`config.mk`:
```
export PLATFORM = sky130hd
export DESIGN_NAME = hist_buf
export DESIGN_NICKNAME = d
export VERILOG_FILES = /design/src/rtl/hb_pkg.sv /design/src/rtl/hb_ring_ptr.sv /design/src/rtl/hb_entry_ram.sv /design/src/rtl/hb_flags.sv /design/src/rtl/hist_buf.sv
export SDC_FILE = /design/constraint.sdc
export NUM_CORES = 1
export LEC_CHECK = 0
export BUFFER_PORTS_ARGS = -buffer_cell sky130_fd_sc_hd__buf_4
export CORE_MARGIN = 5
export CORE_UTILIZATION = 60
export CTS_CLUSTER_SIZE = 28
export DETAILED_ROUTE_END_ITERATION = 10
export GPL_TIMING_DRIVEN = 0
export PLACE_DENSITY = 0.9
export SLEW_MARGIN = 20
export SYNTH_ARGS = -nofsm -noshare
export SYNTH_HDL_FRONTEND = slang
export SYNTH_HIERARCHICAL = 1
export SYNTH_SLANG_ARGS = --single-unit
```
`constraint.sdc`:
```
create_clock -name clk -period 24.8 [get_ports clk]
set_clock_uncertainty 0.05 [all_clocks]
set_input_delay 4.96 -clock clk [delete_from_list [all_inputs] [get_ports clk]]
set_output_delay 4.96 -clock clk [all_outputs]
set_load 0.05 [all_outputs]
```
`src/rtl/hb_pkg.sv`:
```
package hb_pkg;
  typedef enum logic [1:0] {
    HB_IDLE  = 2'd0,
    HB_WALK  = 2'd1,
    HB_DRAIN = 2'd2
  } hb_state_e;
endpackage

```
`src/rtl/hb_ring_ptr.sv`:
```
module hb_ring_ptr #(
  parameter int DEPTH = 8,
  localparam int IW = $clog2(DEPTH)
) (
  input  logic          clk,
  input  logic          rst,
  input  logic          push,
  input  logic          pop,
  input  logic          flush,
  output logic [IW-1:0] head,
  output logic [IW-1:0] head_nxt,
  output logic [IW-1:0] tail,
  output logic [IW:0]   cnt,
  output logic          full
);
  localparam logic [IW-1:0] ONE_I = 1;
  localparam logic [IW:0]   ONE_C = 1;
  localparam logic [IW:0]   DEP_C = DEPTH;

  assign full     = (cnt == DEP_C);
  assign head_nxt = flush ? '0 : (pop ? head + ONE_I : head);

  always_ff @(posedge clk) begin
    if (rst || flush) begin
      head <= '0;
      tail <= '0;
      cnt  <= '0;
    end else begin
      if (push) tail <= tail + ONE_I;
      if (pop)  head <= head + ONE_I;
      case ({push, pop})
        2'b10:   cnt <= cnt + ONE_C;
        2'b01:   cnt <= cnt - ONE_C;
        default: cnt <= cnt;
      endcase
    end
  end
endmodule

```
`src/rtl/hb_entry_ram.sv`:
```
module hb_entry_ram #(
  parameter int DEPTH = 8,
  parameter int W     = 70,
  localparam int IW = $clog2(DEPTH)
) (
  input  logic          clk,
  input  logic          we,
  input  logic [IW-1:0] waddr,
  input  logic [W-1:0]  wdata,
  input  logic [IW-1:0] raddr,
  output logic [W-1:0]  rdata
);
  logic [W-1:0] mem [DEPTH];

  always_ff @(posedge clk) begin
    if (we) mem[waddr] <= wdata;
    rdata <= mem[raddr];
  end
endmodule

```
`src/rtl/hb_flags.sv`:
```
module hb_flags #(
  parameter int DEPTH = 8,
  localparam int IW = $clog2(DEPTH)
) (
  input  logic          clk,
  input  logic          rst,
  input  logic          clr,
  input  logic          set_en,
  input  logic [IW-1:0] set_idx,
  input  logic          cpl_en,
  input  logic [IW-1:0] cpl_idx,
  input  logic          cpl_exc,
  input  logic          ret_en,
  input  logic [IW-1:0] head_idx,
  output logic          h_valid,
  output logic          h_done,
  output logic          h_exc
);
  logic [DEPTH-1:0] live_q, done_q, bad_q;

  always_ff @(posedge clk) begin
    if (rst || clr) begin
      live_q <= '0;
      done_q <= '0;
      bad_q  <= '0;
    end else begin
      for (int i = 0; i < DEPTH; i++) begin
        if (set_en && set_idx == IW'(i)) begin
          live_q[i] <= 1'b1;
          done_q[i] <= 1'b0;
          bad_q[i]  <= 1'b0;
        end else if (ret_en && head_idx == IW'(i)) begin
          live_q[i] <= 1'b0;
        end else if (cpl_en && cpl_idx == IW'(i) && live_q[i]) begin
          done_q[i] <= 1'b1;
          bad_q[i]  <= cpl_exc;
        end
      end
    end
  end

  assign h_valid = live_q[head_idx];
  assign h_done  = done_q[head_idx];
  assign h_exc   = bad_q[head_idx];
endmodule

```
`src/rtl/hist_buf.sv`:
```
module hist_buf
  import hb_pkg::*;
#(
  parameter int DEPTH = 8,
  parameter int NREG  = 32,
  parameter int DW    = 32,
  parameter int PCW   = 32,
  localparam int IW = $clog2(DEPTH),
  localparam int RW = $clog2(NREG)
) (
  input  logic           clk,
  input  logic           rst,
  input  logic           alloc_valid,
  input  logic           alloc_has_dst,
  input  logic [RW-1:0]  alloc_dst,
  input  logic [DW-1:0]  alloc_old,
  input  logic [PCW-1:0] alloc_pc,
  output logic           alloc_ready,
  output logic [IW-1:0]  alloc_tag,
  input  logic           cpl_valid,
  input  logic [IW-1:0]  cpl_tag,
  input  logic           cpl_exc,
  output logic           retire_ok,
  output logic           busy,
  output logic           rf_we,
  output logic [RW-1:0]  rf_waddr,
  output logic [DW-1:0]  rf_wdata,
  output logic           exc_valid,
  output logic [PCW-1:0] exc_pc
);
  localparam int EW = 1 + RW + DW + PCW;
  localparam logic [IW-1:0] ONE_I = 1;
  localparam logic [IW:0]   ONE_C = 1;

  hb_state_e state_q;
  logic [IW-1:0] head, head_nxt, tail, walk_q, raddr;
  logic [IW:0]   cnt, left_q;
  logic          full, push, flush, fault, retire;
  logic          h_valid, h_done, h_exc;
  logic [EW-1:0] wr_ent, rd_ent;
  logic          rd_has;
  logic [RW-1:0] rd_dst;
  logic [DW-1:0] rd_old;
  logic [PCW-1:0] rd_pc;
  logic          iss_q, rf_we_q, exc_q, ret_q;
  logic [RW-1:0] rf_addr_q;
  logic [DW-1:0] rf_data_q;
  logic [PCW-1:0] pc_q;

  // slot bookkeeping: head/tail ring and per-slot status bits
  assign fault  = (state_q == HB_IDLE) && h_valid && h_done && h_exc;
  assign retire = (state_q == HB_IDLE) && h_valid && h_done && !h_exc;
  assign flush  = (state_q == HB_DRAIN);
  assign alloc_ready = (state_q == HB_IDLE) && !full && !fault;
  assign push   = alloc_valid && alloc_ready;
  assign alloc_tag = tail;

  hb_ring_ptr #(.DEPTH(DEPTH)) u_ptr (
    .clk(clk), .rst(rst), .push(push), .pop(retire), .flush(flush),
    .head(head), .head_nxt(head_nxt), .tail(tail), .cnt(cnt), .full(full)
  );

  hb_flags #(.DEPTH(DEPTH)) u_flags (
    .clk(clk), .rst(rst), .clr(flush),
    .set_en(push), .set_idx(tail),
    .cpl_en(cpl_valid), .cpl_idx(cpl_tag), .cpl_exc(cpl_exc),
    .ret_en(retire), .head_idx(head),
    .h_valid(h_valid), .h_done(h_done), .h_exc(h_exc)
  );

  // write-once payload in a synchronous-read array; while idle it
  // pre-reads the next head so the faulting PC is ready on detection
  assign wr_ent = {alloc_has_dst, alloc_dst, alloc_old, alloc_pc};
  assign raddr  = (state_q == HB_WALK) ? walk_q : head_nxt;

  hb_entry_ram #(.DEPTH(DEPTH), .W(EW)) u_ram (
    .clk(clk), .we(push), .waddr(tail), .wdata(wr_ent),
    .raddr(raddr), .rdata(rd_ent)
  );

  assign {rd_has, rd_dst, rd_old, rd_pc} = rd_ent;

  always_ff @(posedge clk) begin
    if (rst) begin
      state_q   <= HB_IDLE;
      walk_q    <= '0;
      left_q    <= '0;
      iss_q     <= 1'b0;
      rf_we_q   <= 1'b0;
      rf_addr_q <= '0;
      rf_data_q <= '0;
      exc_q     <= 1'b0;
      ret_q     <= 1'b0;
      pc_q      <= '0;
    end else begin
      iss_q   <= (state_q == HB_WALK);
      rf_we_q <= iss_q && rd_has;
      if (iss_q) begin
        rf_addr_q <= rd_dst;
        rf_data_q <= rd_old;
      end
      exc_q <= (state_q == HB_DRAIN);
      ret_q <= retire;
      case (state_q)
        HB_IDLE: begin
          if (fault) begin
            pc_q    <= rd_pc;
            walk_q  <= tail - ONE_I;
            left_q  <= cnt - ONE_C;
            state_q <= (cnt == ONE_C) ? HB_DRAIN : HB_WALK;
          end
        end
        HB_WALK: begin
          walk_q <= walk_q - ONE_I;
          left_q <= left_q - ONE_C;
          if (left_q == ONE_C) state_q <= HB_DRAIN;
        end
        default: state_q <= HB_IDLE;
      endcase
    end
  end

  assign busy      = (state_q != HB_IDLE);
  assign retire_ok = ret_q;
  assign rf_we     = rf_we_q;
  assign rf_waddr  = rf_addr_q;
  assign rf_wdata  = rf_data_q;
  assign exc_valid = exc_q;
  assign exc_pc    = pc_q;
endmodule

```
==> metrics.csv <==
stage,metric,value,unit
outcome,run_status,finished clean,
worst_setup_path,worstSetupStartpointType,register,
clocking,htreeDepth,3,
clocking,clkTransAtPathRegs,0.06,ns
detailed_routing,antenna_left,0,
final_layout,nets,1793,
timing,hold_viol,0,
logic_synthesis,ys_async_sr_fraction,0,%
global_routing,grt_max_degree,22,
floorplanning,die_area,0.05011,mm^2
logic_synthesis,synth_nets,1520,
timing,worst_pin_slew,0.8536,ns
logic_synthesis,syn_area_per_cell,19.16,um^2
power_and_ir_drop,powerDensity,79.76,mW/mm^2
placement,gp_congestion,0.8690,
logic_synthesis,ys_ff_latch,746,
floorplanning,placementRows,78,
floorplanning,ios,155,
timing,finalCriticalPeriod,8.223,ns
worst_setup_path,worstPathMaxFanout,10,
placement,hpwl,38780,um
logic_synthesis,netlist_area,0.02744,mm^2
floorplanning,initial_core_util,60.60,%
detailed_routing,drt_iter0_drc,2031,
detailed_routing,detail_route.wl_per_cell,26.91,um
clocking,cts_made_buffers,73,
timing,timing.final.ws_setup,16.58,ns
min_path,min_path_type,reg -> reg,
global_routing,antenna_found_initial,4,
final_layout,drive_above_1_share,32.60,%
timing,setup_tns,0,ns
timing,whs,0.3835,ns
logic_synthesis,ys.flop_type,edfxtp_1,
floorplanning,die_h,223.9,um
logic_synthesis,synth_warnings,6,
power_and_ir_drop,finalPower,0.002600,W
detailed_routing,drcViolationCount,0,
clocking,clk_path_buf_depth,3,
detailed_routing,vias,14629,
clocking,post_cts_buffers,0,
global_routing,grt_first_pass_wirelength,95210,um
timing,setup_viol,0,
clocking,cts_tree,done,
clocking,cts_hold_repair.buffers,0,
logic_synthesis,syn_inst,1432,
timing,finalMaxSlewViolations,0,
job,drv_cap,0,
final_layout,final_cell_mix,"edfxtp_1, dfxtp_1, buf_4",
worst_setup_path,worstPathRequired,19.79,ns
logic_synthesis,synth.distinct_cells,50,
placement,pre_cts_ws,17.08,ns
global_routing,grt_usage,25.39,%
timing,min_period_over_period,33.16,%
clocking,cts.sink_count,746,
logic_synthesis,yosys-top-cells-area,"edfxtp_1, dfxtp_1, mux4_2",
timing,fmax,0.1216,GHz
worst_setup_path,critPathKind,reg -> out,
final_layout,fillers,2532,
timing,slew_headroom,43.09,%
floorplanning,core_area,0.04528,mm^2
clocking,root_buffer,clkbuf_16,
worst_setup_path,critPathArrivalTime,3.21,ns
power_and_ir_drop,p_leak,10.96,nW
final_layout,stdcell_count,2363,
clocking,insertion_delay,0.59,ns
logic_synthesis,synth_edf_count,560,
power_and_ir_drop,ir_drop,0.06812,mV
worst_setup_path,critPathCaptureType,output port,
detailed_routing,firstDrtPassIters,5,
clocking,cts.repair.resized,0,
detailed_routing,routed_wl,63580,um
logic_synthesis,synth.yosys.seq_area_share,74.85,%
global_routing,grt_pass1_vias,15523,
final_layout,area_delta_synth_final,18.81,%
floorplanning,die_w,223.9,um
global_routing,grt-ovfl-total,0,
placement,dp.cells,2230,
placement,portBuffers,153,
detailed_routing,avgViaCountPerCell,6.191,
logic_synthesis,synth_top_area_share,61.28,%
logic_synthesis,yosysTopAreaCell,edfxtp_1,
final_layout,mostFrequentLayoutCell,edfxtp_1,
timing,grt_setup_unrepaired,false,
final cells by class:
class / instances / area [um^2] / area share (%)
diodes: 2 / 5.005 / 0.01535
plain buffers: 72 / 422.9 / 1.297
clock buffers: 103 / 2106 / 6.459
clock inverters: 28 / 342.8 / 1.052
inverters: 9 / 33.78 / 0.1036
multi-input cells: 605 / 6499 / 19.93
flip-flops and latches: 746 / 20540 / 63.00
well taps: 600 / 750.7 / 2.303
repair buffers: 198 / 1902 / 5.834
cells in the mapped netlist, types with 15 or more instances:
master and number:
edfxtp_1 560, dfxtp_1 186, mux4_2 140, nand2_1 90, mux2_2 73, nor2_1 64, a21oi_1 52, mux2i_1 49
clkbuf_1 28, buf_2 23, nand3_1 19, buf_6 15
per-stage QoR:
step           instance area (um^2)  util (%)
6_report                      32600     71.99
2_1_floorplan                 27440         -
3_5_place_dp                  30150     66.58
3_3_place_gp                  29340     64.79
4_1_cts                       32600     71.98
5_1_grt                       32600     71.99
power breakdown:
part	leakage [nW]	switching, W	internal [W]
Sequential	6.61	0.0000137	0.00138
Combinational	3.16	0.0000515	0.0000410
Clock	1.19	0.000450	0.000667
Total	11.0	0.000515	0.00209
worst max-delay path: stages (launching register included):
cell,delay (ns)
dfxtp_1,0.37
buf_6,0.17
mux4_1,0.60
mux2_2,0.33
and4bb_2,0.28
and2_1,0.19
buf_6,0.14
buf_8,0.14
nor3_4,0.17
buf_4,0.24
metal layers:
| metal | share of wire, % | GRT usage (%) |
|---|---|---|
| met1 | 36 | 33.24 |
| met5 | 0.042 | 0 |
| met4 | 3.1 | 8.261 |
| met2 | 52 | 43.37 |
| met3 | 8.6 | 5.307 |
path summary, 6_finish.rpt:
| path | slack [ns] | to | start | cells after the start |
|---|---|---|---|---|
| max | 16.58 | alloc_ready | u_ptr/head[1] | 9 |
| min | 0.38 | exc_pc[25] | u_ram/rdata[25] | 2 |
| max reg2reg | 19.63 | u_ram/mem[0][43] | u_ptr/head[1] | 14 |
| min reg2reg | 0.38 | exc_pc[25] | u_ram/rdata[25] | 2 |
sequential cells by signal (all words and copies together) (netlist names), 2 cells and up:
name and cells:
u_ram/mem 560, rf_waddr 5, u_flags/bad_q 8, rf_wdata 32
left_q 4, exc_pc 32, u_flags/done_q 8, u_ptr/tail 3
u_flags/live_q 8, state_q 2, walk_q 3, u_ram/rdata 70
u_ptr/cnt 4, u_ptr/head 3
cell families (layout without fill, tap and decap cells):
group / after synthesis / after routing / synth area share (%)
buffers and inverters: 81 / 410 / 1.664
and+or+nand+nor: 227 / 227 / 3.858
AOI/OAI and AO/OA: 91 / 91 / 2.034
xor gates and xnor gates: 9 / 9 / 0.2873
adders and majority gates: 10 / 10 / 0.4560
other: 0 / 2 / 0
DFF: 746 / 746 / 74.85
muxes: 268 / 268 / 16.85
Power figures use the tool's default switching activity.
